$ cat src/rtl/sdram_refresh_pkg.sv
package sdram_refresh_pkg;
   typedef enum logic [1:0] {
      RC_NOP     = 2'd0,
      RC_PRE_ALL = 2'd1,
      RC_AUTO    = 2'd2
   } rf_cmd_e;

   typedef enum logic [1:0] {
      SQ_IDLE = 2'd0,
      SQ_WAIT = 2'd1,
      SQ_TRP  = 2'd2,
      SQ_TRFC = 2'd3
   } rf_state_e;
endpackage

$ cat src/rtl/refresh_interval_timer.sv
module refresh_interval_timer #(
   parameter int T_REFI = 100
) (
   input  logic clk,
   input  logic rst,
   output logic tick
);
   localparam int CW = (T_REFI > 2) ? $clog2(T_REFI) : 1;

   logic [CW-1:0] cnt;

   generate
      if (T_REFI < 2) begin : g_bad
         $error("T_REFI must be at least 2");
      end
      if ((1 << CW) == T_REFI) begin : g_wrap
         // power-of-two interval: natural roll-over, no reload compare
         always_ff @(posedge clk) begin
            if (rst) cnt <= '0;
            else     cnt <= cnt + 1'b1;
         end
      end else begin : g_reload
         always_ff @(posedge clk) begin
            if (rst)                                 cnt <= '0;
            else if (cnt == CW'(T_REFI - 1))         cnt <= '0;
            else                                     cnt <= cnt + 1'b1;
         end
      end
   endgenerate

   assign tick = (cnt == CW'(T_REFI - 1));


   timer_gap_chk: assert property (@(posedge clk) disable iff (rst)
      tick |=> (!tick && cnt == '0));
endmodule

$ cat src/rtl/refresh_seq_fsm.sv
module refresh_seq_fsm
   import sdram_refresh_pkg::*;
#(
   parameter int T_RP  = 3,
   parameter int T_RFC = 5
) (
   input  logic    clk,
   input  logic    rst,
   input  logic    tick,
   input  logic    ack,
   output logic    req,
   output rf_cmd_e cmd
);
   localparam int TMAX = (T_RP > T_RFC) ? T_RP : T_RFC;
   localparam int DW   = $clog2(TMAX + 1);

   rf_state_e      st;
   logic [DW-1:0]  dly;
   logic           owed;

   generate
      if (T_RP < 1)  begin : g_bad_rp  $error("T_RP must be at least 1");  end
      if (T_RFC < 2) begin : g_bad_rfc $error("T_RFC must be at least 2"); end
   endgenerate

   always_ff @(posedge clk) begin
      if (rst) begin
         st   <= SQ_IDLE;
         dly  <= '0;
         owed <= 1'b0;
      end else begin
         case (st)
            SQ_IDLE: begin
               if (tick || owed) st <= SQ_WAIT;
               owed <= 1'b0;
            end
            SQ_WAIT: begin
               if (ack) begin
                  st  <= SQ_TRP;
                  dly <= DW'(T_RP - 1);
               end
            end
            SQ_TRP: begin
               if (tick) owed <= 1'b1;
               if (dly == '0) begin
                  st  <= SQ_TRFC;
                  dly <= DW'(T_RFC - 1);
               end else begin
                  dly <= dly - 1'b1;
               end
            end
            default: begin
               if (tick) owed <= 1'b1;
               if (dly == DW'(1)) st  <= SQ_IDLE;
               else               dly <= dly - 1'b1;
            end
         endcase
      end
   end

   assign req = (st != SQ_IDLE);

   always_comb begin
      cmd = RC_NOP;
      if (st == SQ_WAIT && ack)             cmd = RC_PRE_ALL;
      else if (st == SQ_TRP && dly == '0)   cmd = RC_AUTO;
   end


   owed_rearm_chk: assert property (@(posedge clk) disable iff (rst)
      (st == SQ_IDLE && owed) |=> req);

   wait_hold_chk: assert property (@(posedge clk) disable iff (rst)
      (st == SQ_WAIT && !ack) |=> (st == SQ_WAIT));
endmodule

$ cat src/rtl/sdram_cmd_encode.sv
module sdram_cmd_encode
   import sdram_refresh_pkg::*;
#(
   parameter int ADDR_W = 13,
   parameter int BANK_W = 2,
   parameter int AP_BIT = 10
) (
   input  rf_cmd_e            cmd,
   output logic               ras_n,
   output logic               cas_n,
   output logic               we_n,
   output logic [BANK_W-1:0]  ba,
   output logic [ADDR_W-1:0]  addr
);
   generate
      if (AP_BIT >= ADDR_W) begin : g_bad
         $error("address too narrow for the all-banks bit");
      end
   endgenerate

   always_comb begin
      ras_n = 1'b1;
      cas_n = 1'b1;
      we_n  = 1'b1;
      ba    = '0;
      addr  = '0;
      case (cmd)
         RC_PRE_ALL: begin
            ras_n        = 1'b0;
            we_n         = 1'b0;
            addr[AP_BIT] = 1'b1;
         end
         RC_AUTO: begin
            ras_n = 1'b0;
            cas_n = 1'b0;
         end
         default: ;
      endcase
   end
endmodule

$ cat src/rtl/sdram_refresh_seq.sv
module sdram_refresh_seq
   import sdram_refresh_pkg::*;
#(
   parameter int ADDR_W = 13,
   parameter int BANK_W = 2,
   parameter int T_RP   = 3,
   parameter int T_REFI = 100,
   parameter int T_RFC  = 5
) (
   input  logic              clk,
   input  logic              rst,
   input  logic              ack,
   output logic              req,
   output logic              ras_n,
   output logic              cas_n,
   output logic              we_n,
   output logic [BANK_W-1:0] ba,
   output logic [ADDR_W-1:0] addr
);
   localparam int LIM = T_RP + T_RFC + 1;
   localparam int SW  = $clog2(LIM + 1);

   logic    tick;
   rf_cmd_e cmd;

   refresh_interval_timer #(.T_REFI(T_REFI)) u_timer (
      .clk(clk), .rst(rst), .tick(tick));

   refresh_seq_fsm #(.T_RP(T_RP), .T_RFC(T_RFC)) u_fsm (
      .clk(clk), .rst(rst), .tick(tick), .ack(ack), .req(req), .cmd(cmd));

   sdram_cmd_encode #(.ADDR_W(ADDR_W), .BANK_W(BANK_W), .AP_BIT(10)) u_enc (
      .cmd(cmd), .ras_n(ras_n), .cas_n(cas_n), .we_n(we_n), .ba(ba), .addr(addr));

   // pin-level decode and spacing counters for the checks below
   logic          is_pre, is_ref, is_nop;
   logic [SW-1:0] since_pre, since_ref;

   assign is_pre = !ras_n &&  cas_n && !we_n;
   assign is_ref = !ras_n && !cas_n &&  we_n;
   assign is_nop =  ras_n &&  cas_n &&  we_n && addr == '0 && ba == '0;

   always_ff @(posedge clk) begin
      if (rst) begin
         since_pre <= '0;
         since_ref <= '0;
      end else begin
         if (is_pre)                                      since_pre <= SW'(1);
         else if (since_pre != '0 && since_pre < SW'(LIM)) since_pre <= since_pre + 1'b1;
         if (is_ref)                                      since_ref <= SW'(1);
         else if (since_ref != '0 && since_ref < SW'(LIM)) since_ref <= since_ref + 1'b1;
      end
   end


   pre_grant_chk: assert property (@(posedge clk) disable iff (rst)
      is_pre |-> (req && ack));

   pre_first_ack_chk: assert property (@(posedge clk) disable iff (rst)
      (req && ack && $past(req && !ack)) |-> is_pre);

   ref_spacing_chk: assert property (@(posedge clk) disable iff (rst)
      is_ref |-> (since_pre == SW'(T_RP)));

   release_spacing_chk: assert property (@(posedge clk) disable iff (rst)
      $fell(req) |-> (since_ref == SW'(T_RFC)));

   idle_nop_chk: assert property (@(posedge clk) disable iff (rst)
      !(req && ack) |-> is_nop);

   reset_quiet_chk: assert property (@(posedge clk)
      rst |=> (!req && is_nop));
endmodule

$ cat config.mk
export PLATFORM = sky130hd
export DESIGN_NAME = sdram_refresh_seq
export DESIGN_NICKNAME = d
export VERILOG_FILES = /design/src/rtl/sdram_refresh_pkg.sv /design/src/rtl/refresh_interval_timer.sv /design/src/rtl/refresh_seq_fsm.sv /design/src/rtl/sdram_cmd_encode.sv /design/src/rtl/sdram_refresh_seq.sv
export SDC_FILE = /design/constraint.sdc
export NUM_CORES = 1
export LEC_CHECK = 0
export ABC_AREA = 1
export BUFFER_PORTS_ARGS = -buffer_cell sky130_fd_sc_hd__buf_2
export CAP_MARGIN = 40
export CORE_MARGIN = 3
export CORE_UTILIZATION = 30
export DETAILED_ROUTE_END_ITERATION = 8
export SYNTH_ARGS = -nofsm -noshare
export SYNTH_HDL_FRONTEND = slang
export SYNTH_SLANG_ARGS = --single-unit
$ cat constraint.sdc
create_clock -name clk -period 3.7 [get_ports clk]
set_clock_uncertainty 0.15 [all_clocks]
set_input_delay 0.555 -clock clk [delete_from_list [all_inputs] [get_ports clk]]
set_output_delay 0.555 -clock clk [all_outputs]
set_load 0.01 [all_outputs]
# Word-level counts from Yosys, hierarchy flattened
# Cells that the tools add are included.
# W data, S select, Z words.
# word_totals
register_bits	13
out_inout_bits	19
word_cells	48
# op_classes
addsub	2
muxes	17
n_eq_ne	10
n_bitwise	2
n_reduce_logical	13
# ops
cell	count
$mux W2	6
$mux W3	3
$pmux W3 S3	1
$add A7 B1 Y7 const B	1
$eq A7 B7 Y1 const B	1
$pmux W2 S3	1
$mux W1	5
$eq A2 B1 Y1 const B	2
$eq A2 B2 Y1 const B	2
$ne A2 B2 Y1 const B	2
$reduce_and A4 Y1	1
$reduce_bool A2 Y1	2
$reduce_bool A4 Y1	1
$reduce_or A2 Y1	2
$eq A3 B1 Y1 const B	1
$logic_not A3 Y1	1
$ne A3 B3 Y1 const B	1
$reduce_and A3 Y1	1
$sub A3 B1 Y3 const B	1
$logic_and A1 B1 Y1	2
$logic_not A2 Y1	1
$ne A2 B1 Y1 const B	1
$not A1 Y1	2
$pmux W1 S2	1
2 further kinds	2

# Logic depth before layout (Yosys ltp)
# Gate-level depths: netlist of the first run.
# logic_depth
depth_word	7
depth_mapped	9

# Modules after synthesis
# A second synthesis of the first run with hierarchy kept.
# unflattened
cells_unflattened	146
area_unflattened_um2	1017.2
# by_module_without_submodules
mod	cells_each	seq_area_each_um2	area_per_inst_um2	instances
refresh_seq_fsm	73	120.1	489.2	1
refresh_interval_timer	51	140.1	366.6	1
sdram_cmd_encode	22	0.0	161.4	1

# Worst setup path before layout of the first run
# No wires, ideal clock.
# synth_timing
path_type	register to output
start	register u_fsm.st[1]
end	output ras_n
path_slack_ps	1994
arrival_time_ps	1001
path_stages_with_launch	6
path_cell_list	dfxtp_1 -> inv_1 -> ha_1 -> nand2_1 -> o21ai_0 -> inv_1
# synth_via
elab_chain_cells	7
# synth_rtl
element	line_no	source
start, declared	refresh_seq_fsm.sv:17	rf_state_e st;
start signal, assigned	refresh_seq_fsm.sv:28	st <= SQ_IDLE;
start signal, assigned	refresh_seq_fsm.sv:34	if (tick || owed) st <= SQ_WAIT;
start signal, assigned	refresh_seq_fsm.sv:39	st <= SQ_TRP;
$eq A2 B2 Y1	refresh_seq_fsm.sv:66	else if (st == SQ_TRP && dly == '0) cmd = RC_AUTO;
$logic_and A1 B1 Y1	refresh_seq_fsm.sv:66	
$mux W2	refresh_seq_fsm.sv:66	
$mux W2 *	refresh_seq_fsm.sv:65	if (st == SQ_WAIT && ack) cmd = RC_PRE_ALL;
$eq A2 B1 Y1 / $eq A2 B2 Y1 (equally long branches)	sdram_cmd_encode.sv:27	case (cmd)
$reduce_or A2 Y1 (no source line) *	--	
$mux W1 *	sdram_cmd_encode.sv:27	
end, declared	sdram_refresh_seq.sv:14	output logic ras_n,
# Every way passes the cells marked *; elsewhere a longest branch is shown, timed or not.

# Worst setup path after layout of the first run
# layout_timing
start	register u_fsm.st[0]
end	output ras_n
# Same word-level chain as after synthesis.

==> metrics, run 1 <==
Place WS 1.89 ns; commonest non-fill, non-tap cell in the layout nand2_1; IO Pins 22; Setup violations, final 0; Final WS setup 1.60 ns; global-route wire length before repair 2640 µm; Mapped Cells 130; max-cap violations 0; Hold Crit Class flop to flop; flops & latches, synth 13; Port-buffer cells 7; Avg Cell Area, Syn between 7 and 8 µm²; number of global-route vias before repair 653; top-area cell type share of the netlist area 0.282; post-CTS setup buffers 0; Setup Crit Path Kind flop to primary output; RSZ-0062 raised after global routing no; CP Capture Type primary output; Clock Latency Late Sink 0.28 ns; drt drc 0; clk slew on worst S/H paths 0.08 ns; Core Rows 19; layout cells sized above 1 0.179; Tot Pwr 253 µW; post-cts gate resize count 0; RePlAce Congestion 0.784; vias per std cell 4.32; via count 738; static leakage 0.443 nW; min Tclk post-route 2.10 ns; fin nets 152; PD cells 261 nW/µm²; Synth area leaders dfxtp_1 (28%), buf_4 (11%), ha_1 (11%), nand2_1 (7.7%), inv_1 (7.3%); area leader, netlist dfxtp_1; CORE AREA 2850 µm²; Worst Path Required 2.99 ns; crit share post-route 0.567; die footprint roughly 3800 µm²; final wirelength 1510 µm; Inserted Diodes 0; post-synth cell types 23; CTS root buffer clkbuf_4; First-pass DRT Iterations 4; antenna-violating nets left 0; CP max FO 5; clock buffer depth 2; final non-filler cell total 171; CTS tree done; Detailed Place HPWL 1220 µm; f_max 476 MHz; Slew Viols, Final 0; Placed Cells 167; largest net degree at the start of global routing 9; total grt overflow 0; initial antenna violation count 0; Critical Path AT between 1 and 1.5 ns; Fin. Hold Viols 0; Starting Density 0.324; initial drt markers 27; CTS HTree Levels 1; Yosys warning count 0; Area Overhead vs Synth 4.88%; Num Clock Sinks 13; Die Wd 61.5 µm; die height 61.5 µm; Global Route Usage Sum 0.0939; cts bufs inserted 3; post-DR wirelength/cell 8.80 µm; CP Launch Type flop; final core occ 0.339; maximum vdd drop 0.000143 V; status completed; most frequent cells in the layout nand2_1 (19), inv_1 (18), nor2_1 (17); sequential share of the synthesized area 0.282; mapped cell area 923 µm²; cts hold-fix bufs 0; Setup TNS Final 0 ns
## critical path, stage by stage (launching register included)
cell     delay, ns
dfxtp_1       0.35
inv_1         0.11
ha_1          0.26
inv_1         0.06
o21ai_0       0.16
inv_1         0.05
buf_2         0.13
## cell type report
class                      count  area (µm²)
clock buffer                   3        22.5
clock inverter                 1        5.00
fill                         308        1880
inverter                      22        82.6
multi-input combinational     94         524
sequential                    13         260
tap                           31        38.8
timing repair buffer           7        35.0
## metal layers
layer	track usage	routed length, µm	up-vias
met3	0.0377	107	2
met5	0	0	-
li1	-	-	397
met4	0.0273	10	0
met1	0.114	726	317
met2	0.152	660	22
## synthesized netlist by cell type, drive strengths merged
master,instances
xor2,2
ha,8
nand2,23
inv,21
nor2,18
nor3,2
nand3b,1
conb,1
clkinv,1
buf,14
or2,2
nor3b,1
nand4,4
dfxtp,13
a21oi,8
o21ai,4
nand3,7
## power by group
group | total (mW) | internal, mW | switching (mW) | leakage, nW
Combinational | 0.0173 | 0.00432 | 0.0130 | 0.320
Clock | 0.0904 | 0.0401 | 0.0503 | 0.0177
Sequential | 0.145 | 0.143 | 0.00290 | 0.105
Total | 0.253 | 0.187 | 0.0662 | 0.443
## path summary, 6_finish.rpt
| path | slack, ns | endpoint | from | depth (start not counted) |
|---|---|---|---|---|
| worst min register to register | 0.33 | u_timer.cnt[0]$_SDFF_PP0_ | u_timer.cnt[0]$_SDFF_PP0_ | 1 |
| worst max-delay path | 1.60 | ras_n | u_fsm.st[0]$_SDFFE_PP0P_ | 6 |
| worst min-delay path | 0.33 | u_timer.cnt[0]$_SDFF_PP0_ | u_timer.cnt[0]$_SDFF_PP0_ | 1 |
| worst max register to register | 2.06 | u_fsm.dly[1]$_SDFFE_PP0P_ | u_fsm.st[1]$_SDFFE_PP0P_ | 8 |
## cell families after synthesis
group / count (synthesis) / synth area share
other: 1 / 0.00406
DFF: 13 / 0.282
adders and majority gates: 8 / 0.108
and+or+nand+nor: 58 / 0.318
xor gates and xnor gates: 2 / 0.0190
buffers and inverters: 36 / 0.203
AOI/OAI and AO/OA: 12 / 0.0650
## flip-flops by register name, indices dropped and copies added, names as in the netlist
name / count
u_timer.cnt: 7
u_fsm.dly: 3
u_fsm.owed: 1
u_fsm.st: 2
## through the flow
step | area [µm²] | hold WS [ns]
global placement | 941 | 0.295
CTS | 968 | 0.341
finish | 968 | 0.331
global route | 968 | 0.367
detailed placement | 941 | 0.319
floorplan | 972 | 0.280
Power figures use the tool's default switching activity.
==> run 2, diff against run 1 <==
Clock period 3.7 ns to 1.8 ns, I/O delays scaled along.
==> run 2 against run 1 <==
Compared with the run above:
- core utilization grew 1.1 points
- critical endpoint unchanged
- first-iteration DRC count shrank 37%
- wire length grew 6.8%
- combinational power grew 110%
- highest routed layer unchanged
- critical path depth is the same
- sequential cell count is the same
- via count shrank 2.2%
- final cell count is the same
- worst setup slack lost 1.5 ns
- global-route usage grew 0.24 points
- die area is the same
- largest power group unchanged
- register-to-register slack lost 1.9 ns
==> metrics, run 2 (synthesis gave the netlist of run 1 again) <==
CP max FO 5; Worst Path Required 1.38 ns; most frequent cells in the layout nand2_1 (19), inv_1 (18), nor2_1 (17); Final WS setup 0.0597 ns; crit share post-route 0.967; die height slightly above 60 µm; Hold WS 0.175 ns; fin nets roughly 150; Hold Crit Class input port to flop; commonest non-fill, non-tap cell in the layout nand2_1; Starting Density 0.324; Critical Path Most Common Cell inv_1; Die Wd 61.5 µm; Setup TNS Final 0 ns; Core Rows 19; fill count 309; Critical Path AT 1.32 ns; max-cap violations 0; Setup violations, final 0; initial antenna violation count 0; RePlAce Congestion 0.804; Global Route Usage Sum 0.0963; IO Pins 22; Area Overhead vs Synth 8.40%; slowest CP cell dfxtp_2; Num Clock Sinks 13; post-CTS setup buffers 0; CORE AREA between 2000 and 3000 µm²; max reg flops 7; final wirelength 1610 µm; via count 722; die footprint between 3000 and 4000 µm²; CP Capture Type primary output; f_max 575 MHz; drt drc 0; antenna-violating nets left 0; Biggest register u_timer.cnt; Slew Viols, Final 0; global-route wire length before repair roughly 2700 µm; Clock Latency Late Sink 0.28 ns; Detailed Place HPWL ~1300 µm; CP top delay family buffers and inverters; maximum vdd drop 0.000388 V; CTS HTree Levels 1; number of global-route vias before repair 687; CTS tree done; vias per std cell 4.22; CP bufs+invs 4; Inserted Diodes 0; status completed; static leakage 0.445 nW; CTS root buffer clkbuf_4; Place WS 0.126 ns; CP Launch Type flop; RSZ-0062 raised after global routing yes; min Tclk post-route 1.74 ns; cts bufs inserted 3; largest net degree at the start of global routing 9; PD cells 517 nW/µm²; First-pass DRT Iterations 4; CP peak stage delay 0.36 ns; Port-buffer cells 7; worst path cell trace inv_1 -> ha_4 -> inv_1 -> o21ai_0 -> inv_1 -> buf_2; Setup Crit Path Kind flop to primary output; largest registers u_timer.cnt (7), u_fsm.dly (3), u_fsm.st (2); post-DR wirelength/cell 9.40 µm; layout cells sized above 1 0.214; Fin. Hold Viols 0; total grt overflow 0; initial drt markers 17; clk slew on worst S/H paths 0.08 ns; clock buffer depth 2
[run 2: cell counts in the layout (fill, tap and decap cells not counted)]
No cell type changed its count.
[run 2: worst register-to-register path, delay by kind of cell (launching register included)]
| kind | cells | cell delay [ns] |
|---|---|---|
| flip-flops | 1 | 0.39 |
| adder cells (fa/ha/maj) | 1 | 0.36 |
| buffers and inverters | 3 | 0.29 |
| AND/OR/NAND/NOR | 3 | 0.22 |
| AO/OA/AOI/OAI | 1 | 0.14 |
[run 2: path summary, 6_finish.rpt]
path	cells past startpoint	slack, ns	end	start
hold reg to reg	1	0.32	u_timer.cnt[0]$_SDFF_PP0_	u_timer.cnt[0]$_SDFF_PP0_
setup / recovery	6	0.06	ras_n	u_fsm.st[0]$_SDFFE_PP0P_
hold / removal	4	0.18	u_fsm.st[0]$_SDFFE_PP0P_	rst
setup reg to reg	8	0.14	u_fsm.dly[1]$_SDFFE_PP0P_	u_fsm.st[0]$_SDFFE_PP0P_
[run 2: area by class of cell]
type	count	area (µm²)	area share
Clock inverter	1	5.00	0.00500
Multi-Input combinational cell	94	552	0.551
Inverter	22	82.6	0.0825
Sequential cell	13	265	0.265
Clock buffer	3	22.5	0.0225
Tap cell	31	38.8	0.0388
Timing Repair Buffer	7	35.0	0.0350
[run 2: per-layer routing]
metal	part of all wire	GRT usage
met5	0	0
met2	0.47	0.167
met3	0.071	0.0377
met1	0.46	0.113
met4	0.0068	0.0182
[run 2: what timing repair did]
action | in CTS | in global routing
setup endpoints to repair | 3 | 2
pin swaps | 0 | 0
gates cloned | 0 | 0
hold buffers | 0 | 0
resized for setup | 2 | 6
[run 2: power by group]
group | switching, mW | total, mW | leakage [nW] | internal [mW]
logic | 0.0270 | 0.0359 | 0.320 | 0.00890
registers | 0.00569 | 0.297 | 0.107 | 0.291
clock network | 0.102 | 0.184 | 0.0177 | 0.0825
[run 2: stage by stage]
stage	power (mW)	std cells	utilization	instance area [µm²]
floorplan	0.357	143	-	972
global placement	0.340	167	0.330	941
detailed placement	0.341	167	0.330	941
CTS	0.529	171	0.341	972
global route	0.552	171	0.351	1000
finish	0.517	171	0.351	1000
==> run 3, diff against run 2 <==
Clock period 1.8 ns to 1.6 ns, I/O delays scaled along.
==> run 3 against run 2 <==
Compared with the run above:
- wire length up 7.7%
- die area unchanged
- sequential power up 12%
- via count up 7.1%
- clock-buffer cell count unchanged
- worst hold slack worse by 0.032 ns
- combinational power up 16%
- critical path depth unchanged
==> metrics, run 3 (synthesis gave the netlist of run 1 again) <==
CTS HTree Levels 1; global-route wire length before repair 2910 µm; cts hold-fix bufs 0; number of global-route vias before repair 715; total grt overflow 0; initial antenna violation count 0; CP max FO 5; PD cells 521 nW/µm²; Num Clock Sinks 13; area post-placement 941 µm²; Final Instance Area approximately 1100 µm²; drt drc 0; CTS tree done; Global Route Usage Sum 0.103; most frequent cells in the layout nand2_1 (18), nor2_1 (17), conb_1 (14); CTS root buffer clkbuf_4; RSZ-0062 raised after global routing yes; f_max 628 MHz; clock buffer depth 2; Area Overhead vs Synth 20.9%; Critical Path AT 1.20 ns; largest net degree at the start of global routing 9; First-pass DRT Iterations 4; via count 773; Die Wd ~61 µm; commonest non-fill, non-tap cell in the layout nand2_1; Tot Pwr between 500 and 600 µW; static leakage 0.494 nW; IO Pins 22; cts bufs inserted 3; Setup violations, final 0; post-DR wirelength/cell slightly below 10 µm; vias per std cell 4.34; Place WS -0.0691 ns; final wirelength 1730 µm; Biggest register u_timer.cnt; largest registers u_timer.cnt (7), u_fsm.dly (3), u_fsm.st (2); Worst Path Required between 1 and 1.5 ns; Hold Crit Class input port to flop; fin nets about 160; max-cap violations 0; crit share post-route 0.996; status completed; final core occ 0.391; Slew Viols, Final 0; fill count 300; CORE AREA 2850 µm²; Fin. Hold Viols 0; min Tclk post-route 1.59 ns; Clock Latency Late Sink 0.28 ns; Detailed Place HPWL 1260 µm; layout cells sized above 1 0.333; Inserted Diodes 0; RePlAce Congestion 0.804; maximum vdd drop 0.000435 V; clk slew on worst S/H paths 0.08 ns; die footprint 3780 µm²; Starting Density 0.324; CP Capture Type primary output; die height 61.5 µm; Port-buffer cells 7; Setup Crit Path Kind flop to primary output; antenna-violating nets left 0; Core Rows 19; Hold WS 0.143 ns; max reg flops 7; CP Launch Type flop; initial drt markers 28; Final WS setup 0.00678 ns
run 3: cell count changes in the layout (fill, tap and decap cells not counted), sizes merged:
cell  change
buf       +7
run 3: worst paths after layout:
path,startpoint,to,slack (ns),cells past startpoint
setup / recovery,u_fsm.st[0]$_SDFFE_PP0P_,ras_n,0.007,6
hold / removal,rst,u_fsm.st[0]$_SDFFE_PP0P_,0.14,4
setup reg to reg,u_fsm.st[0]$_SDFFE_PP0P_,u_fsm.dly[1]$_SDFFE_PP0P_,0.12,8
hold reg to reg,u_timer.cnt[0]$_SDFF_PP0_,u_timer.cnt[0]$_SDFF_PP0_,0.32,1
run 3: repair_timing:
item | CTS | global route
gates resized for setup | 19 | 10
gates cloned | 0 | 0
pin swaps | 2 | 7
endpoints found under the hold margin | 0 | 0
buffers inserted | 1 | 6
endpoints found under the setup margin | 8 | 7
run 3: cell type report:
type                    instances  area (µm²)  area share
well taps                      31        38.8      0.0348
clock buffers                   3        22.5      0.0202
repair buffers                 14        87.6      0.0785
flip-flops and latches         13         270       0.242
clock inverters                 1        5.00     0.00448
inverters                      22        90.1      0.0807
multi-input cells              94         602       0.539
run 3: metrics by stage:
step                std cells  setup TNS [ns]
detailed placement        167          -0.168
CTS                       172               0
floorplan                 143               0
finish                    178               0
global placement          167         -0.0299
global route              178         -0.0986
run 3: layer usage:
layer  part of all wire  up-vias  routed length [µm]  GRT usage
li1                   -      411                   -          -
met1               0.46      338                 792      0.116
met2               0.47       21                 817      0.185
met3              0.065        3                 112     0.0377
met4             0.0058        0                  10     0.0182
met5                  0        -                   0          0
run 3: worst max-delay path, stage by stage, from the launching register on:
cell and delay [ns]:
dfxtp_4 0.38, inv_6 0.08, ha_4 0.16, inv_2 0.03, o21ai_1 0.10, inv_1 0.04, buf_2 0.13
run 3: power breakdown:
group	total (mW)	internal, mW	switching (mW)
Clock	0.207	0.0928	0.115
Sequential	0.333	0.326	0.00649
Combinational	0.0416	0.0105	0.0311
